## src/rtl/sqd_pkg.sv

```systemverilog
package sqd_pkg;
    localparam int SZ_W    = 2;
    localparam logic [SZ_W-1:0] SZ_WORD = 2'd2;
endpackage

```

## src/rtl/sqd_decode.sv

```systemverilog
module sqd_decode #(
    parameter int OPC_W = 2,
    parameter logic [OPC_W-1:0] MY_OP = '0
) (
    input  logic                     valid,
    input  logic [OPC_W-1:0]         opcode,
    input  logic [sqd_pkg::SZ_W-1:0] opsize,
    output logic                     take
);
    logic code_ok;
    logic size_ok;

    always_comb begin
        code_ok = (opcode == MY_OP);
        size_ok = (opsize == sqd_pkg::SZ_WORD);
        take    = valid && code_ok && size_ok;
    end
endmodule

```

## src/rtl/sqd_ctrl.sv

```systemverilog
module sqd_ctrl #(
    parameter int LAT = 3
) (
    input  logic clk,
    input  logic rst_n,
    input  logic start,
    input  logic take,
    output logic out_vld
);
    typedef struct packed {
        logic [LAT-1:0] vld;
    } ctrl_t;

    ctrl_t ctrl_d;
    ctrl_t ctrl_q;

    always_comb begin
        ctrl_d     = ctrl_q;
        ctrl_d.vld = {ctrl_q.vld[LAT-2:0], take};
        if (start) begin
            ctrl_d.vld[LAT-1:1] = '0;
        end
    end

    always_ff @(posedge clk or negedge rst_n) begin
        if (!rst_n) begin
            ctrl_q <= '0;
        end else begin
            ctrl_q <= ctrl_d;
        end
    end

    assign out_vld = ctrl_q.vld[LAT-1];
endmodule

```

## src/rtl/sqd_lane.sv

```systemverilog
module sqd_lane #(
    parameter int DW  = 32,
    parameter int LAT = 3
) (
    input  logic          clk,
    input  logic          rst_n,
    input  logic [DW-1:0] a,
    input  logic [DW-1:0] b,
    output logic [DW-1:0] c
);
    typedef struct packed {
        logic [DW-1:0]            diff;
        logic [LAT-1:1][DW-1:0]   prod;
    } lane_t;

    lane_t lane_d;
    lane_t lane_q;

    always_comb begin
        lane_d         = lane_q;
        lane_d.diff    = a - b;
        lane_d.prod[1] = lane_q.diff * lane_q.diff;
        for (int k = 2; k < LAT; k++) begin
            lane_d.prod[k] = lane_q.prod[k-1];
        end
    end

    always_ff @(posedge clk or negedge rst_n) begin
        if (!rst_n) begin
            lane_q <= '0;
        end else begin
            lane_q <= lane_d;
        end
    end

    assign c = lane_q.prod[LAT-1];
endmodule

```

## src/rtl/lane_sqdiff_unit.sv

```systemverilog
module lane_sqdiff_unit #(
    parameter int LANES = 4,
    parameter int DW    = 32,
    parameter int LAT   = 3,
    parameter int OPC_W = 2,
    parameter logic [OPC_W-1:0] MY_OP = '0
) (
    input  logic                     clk,
    input  logic                     rst_n,
    input  logic                     start,
    input  logic                     valid,
    input  logic [OPC_W-1:0]         opcode,
    input  logic [sqd_pkg::SZ_W-1:0] opsize,
    input  logic [LANES*DW-1:0]      a_in,
    input  logic [LANES*DW-1:0]      b_in,
    output logic [LANES*DW-1:0]      c_out,
    output logic [LANES-1:0]         wr_en
);
    localparam int BUS_W = LANES * DW;

    logic take;
    logic out_vld;

    sqd_decode #(.OPC_W(OPC_W), .MY_OP(MY_OP)) u_decode (
        .valid  (valid),
        .opcode (opcode),
        .opsize (opsize),
        .take   (take)
    );

    sqd_ctrl #(.LAT(LAT)) u_ctrl (
        .clk     (clk),
        .rst_n   (rst_n),
        .start   (start),
        .take    (take),
        .out_vld (out_vld)
    );

    for (genvar g = 0; g < LANES; g++) begin : g_lane
        sqd_lane #(.DW(DW), .LAT(LAT)) u_lane (
            .clk   (clk),
            .rst_n (rst_n),
            .a     (a_in[g*DW +: DW]),
            .b     (b_in[g*DW +: DW]),
            .c     (c_out[g*DW +: DW])
        );
    end

    assign wr_en = {LANES{out_vld}};

    logic [BUS_W-1:0] unused_bus;
    assign unused_bus = '0;
endmodule

```

## config.mk

```make
export PLATFORM = sky130hd
export DESIGN_NAME = lane_sqdiff_unit
export DESIGN_NICKNAME = d
export VERILOG_FILES = /design/src/rtl/sqd_pkg.sv /design/src/rtl/sqd_decode.sv /design/src/rtl/sqd_ctrl.sv /design/src/rtl/sqd_lane.sv /design/src/rtl/lane_sqdiff_unit.sv
export SDC_FILE = /design/constraint.sdc
export NUM_CORES = 2
export LEC_CHECK = 0
export BUFFER_PORTS_ARGS = -buffer_cell sky130_fd_sc_hd__buf_2
export CORE_ASPECT_RATIO = 1.25
export CORE_MARGIN = 5
export CORE_UTILIZATION = 45
export DETAILED_ROUTE_END_ITERATION = 8
export PLACE_DENSITY = 0.72
export SLEW_MARGIN = 20
export SYNTH_ARGS = -nofsm -noshare
export SYNTH_HDL_FRONTEND = slang
export SYNTH_SLANG_ARGS = --single-unit
```

## constraint.sdc

```tcl
create_clock -name clk -period 7.6 [get_ports clk]
set_input_delay 0 -clock clk [delete_from_list [all_inputs] [get_ports clk]]
set_output_delay 0 -clock clk [all_outputs]
set_load 0.02 [all_outputs]
```

==> metrics <==
initial antenna violation count 11; GR Util met1 25.1%; Cell Area, Synth 68900 sq um; Root Buffer clkbuf_16; achievable frequency 134 MHz; Setup violations, final 0; Worst Skew 48.7 ps; Final Cell Area 77900 sq um; number of synthesized flops with an enable pin 0; Routability Congestion 0.942; drt wl/cell 17.5 um; Crit Path Class register to register; Max stage delay on crit path 570 ps; Fin Setup TNS 0 ps; Final period util 97.9%; Seq/Total Area, Yosys 13.6%; Crit Path Max Fanout 10; post-route ant nets 0; Critical Path AT 7930 ps; Tmin final 7440 ps; Yosys top cell area share 42.5%; GRT overflow 0; Avg Cell Area, Syn 9.98 sq um; area growth from synthesis to layout 13.1%; post-synthesis cell count 6906; max_cap viols 0; DR iter-0 viols 2159; grt peak-use layer met2; reg2reg setup slack 160 ps; filler instances 13500; core area 152000 sq um; largest buffer count on any clock path 3; area of placed instances 72800 sq um; WP buf/inv 4; vias 47400; met2 Use GR 40.5%; clock buffer count from CTS 45; HP Class input pin to register; CP startpoint kind register; global-route wire length before repair 280000 um; number of global-route vias before repair 55300; Worst path most repeated cell fa_1; Synth area leader fa_1; via-per-instance ratio 4.94; GRT Util Overall 21.7%; Slew @ Worst Pin 941 ps; slowest CP cell dfrtp_1; DRC Markers 0; status completed; most frequent cell after synthesis inv_1; die width 360 um; post-synth cell types 72; final WL 168000 um; critical path's top delay family adder cells; first drt pass iteration count 5; Slew HR 37.0%; worst skew pair latency 670 ps; CTS tree done; met3 Usage GRT 2.79%; Multi-input gate area 50900 sq um; Site Rows 160; flops & latches, synth 375; largest net degree at the start of global routing 122; IO Count 396; Reg clk slew, reported paths 70 ps; number of clock sinks 375; endpoints failing hold 0; Commonest cells post-synth 1868 x inv_1, 1462 x fa_1, 650 x ha_1; Post-synth ARST share 100%; die height 448 um; H-tree depth 2; Nets 9900; Die Area 161000 sq um; HPWL Detailed 140000 um; Initial Utilization 45.3%; share of cells above drive strength 1 8.70%; Crit. End Element register; top cells by area, synth fa_1 42%, dfrtp_1 14%, ha_1 12%, inv_1 10%, and2_1 4.8%; Synth Flop Type dfrtp_1; PortBufs 383; yosys warns 0; Pins Over Slew Limit 0; critical path required time 8090 ps; Reg area 9410 sq um
## sequential cells by signal, summed over array words and instances, names as in the netlist
register,count
g_lane.u_lane.c,124
g_lane.u_lane.lane_d,124
g_lane.u_lane.lane_q,124
u_ctrl.ctrl_q,3
## worst paths after layout
kind,startpoint,end,depth (start not counted)
worst max register to register,g_lane[0].u_lane.lane_q[77],g_lane[0].u_lane.lane_d[63],27
worst max-delay path,g_lane[0].u_lane.lane_q[77],g_lane[0].u_lane.lane_d[63],27
worst min-delay path,b_in[26],g_lane[0].u_lane.lane_q[91],5
max in group asynchronous,rst_n,g_lane[2].u_lane.lane_q[67],4
min in group asynchronous,rst_n,g_lane[0].u_lane.c[21],3
worst min register to register,g_lane[3].u_lane.lane_d[51],g_lane[3].u_lane.c[19],0
## logic make-up (layout without fill, tap and decap cells)
family	Yosys count	after routing	share of synthesized area [%]
XOR/XNOR	328	328	4.17
other	1	8	0.00544
multiplexers	4	4	0.0581
buffers and inverters	2165	2815	12.5
flip-flops	375	375	13.6
AO/OA/AOI/OAI	546	546	5.30
adder cells (fa/ha/maj)	2112	2112	54.3
AND/OR/NAND/NOR	1375	1375	10.1
## worst min-delay path, delay by kind of cell
family / cells / cell delay (ps)
buffers and inverters: 2 / 100
AO/OA/AOI/OAI: 1 / 180
XOR/XNOR: 1 / 80
adder cells (fa/ha/maj): 1 / 260
## per-stage QoR
step / utilization, % / std cells / hold WS (ps) / setup slack [ps]
floorplan: - / 6909 / -296 / 471
global placement: 47.9 / 9159 / 72.3 / 224
detailed placement: 47.9 / 9159 / 80.1 / 44.6
CTS: 51.1 / 9582 / 0.269 / 47.5
finish: 51.2 / 9588 / 46.2 / 162
global route: 51.2 / 9587 / 53.2 / -5.50
## what timing repair did
action / 4_1_cts / 5_1_grt
endpoints found under the hold margin: 236 / 0
setup buffers: 0 / 2
hold buffers: 341 / 0
resized for setup: 0 / 28
endpoints found under the setup margin: 0 / 11
## metal layers
metal,vias up,wire [um]
met5,-,13
met4,2,7920
met3,420,7890
met2,1343,88800
met1,24200,62900
li1,21400,-
## cell type report
type / count / share of cell area [%]
antenna: 4 / 0.0128
clock buffer: 58 / 1.57
clock inverter: 24 / 0.406
inverter: 1868 / 9.00
multi-input combinational: 4369 / 65.4
sequential: 375 / 12.1
tap: 2025 / 3.25
timing repair buffer: 865 / 8.28
## placed cells by master (no fill, tap or decap), drive strengths merged, types with 28 or more instances in the layout
cell            n
o21bai         28
nand3          29
ha            650
nor2b          42
nor2          163
inv          1873
buf           525
xor2           82
and2          529
fa           1462
dfrtp         375
a21oi         173
a21o           87
o21ai          87
clkbuf         58
nor3           32
dlygate4sd3   340
nand2         484
nand2b         28
o21a           43
xnor2         246
Power is left out: the tool's default activity adds up to more than one toggle a clock period on the data nets, which glitch-free logic cannot reach.
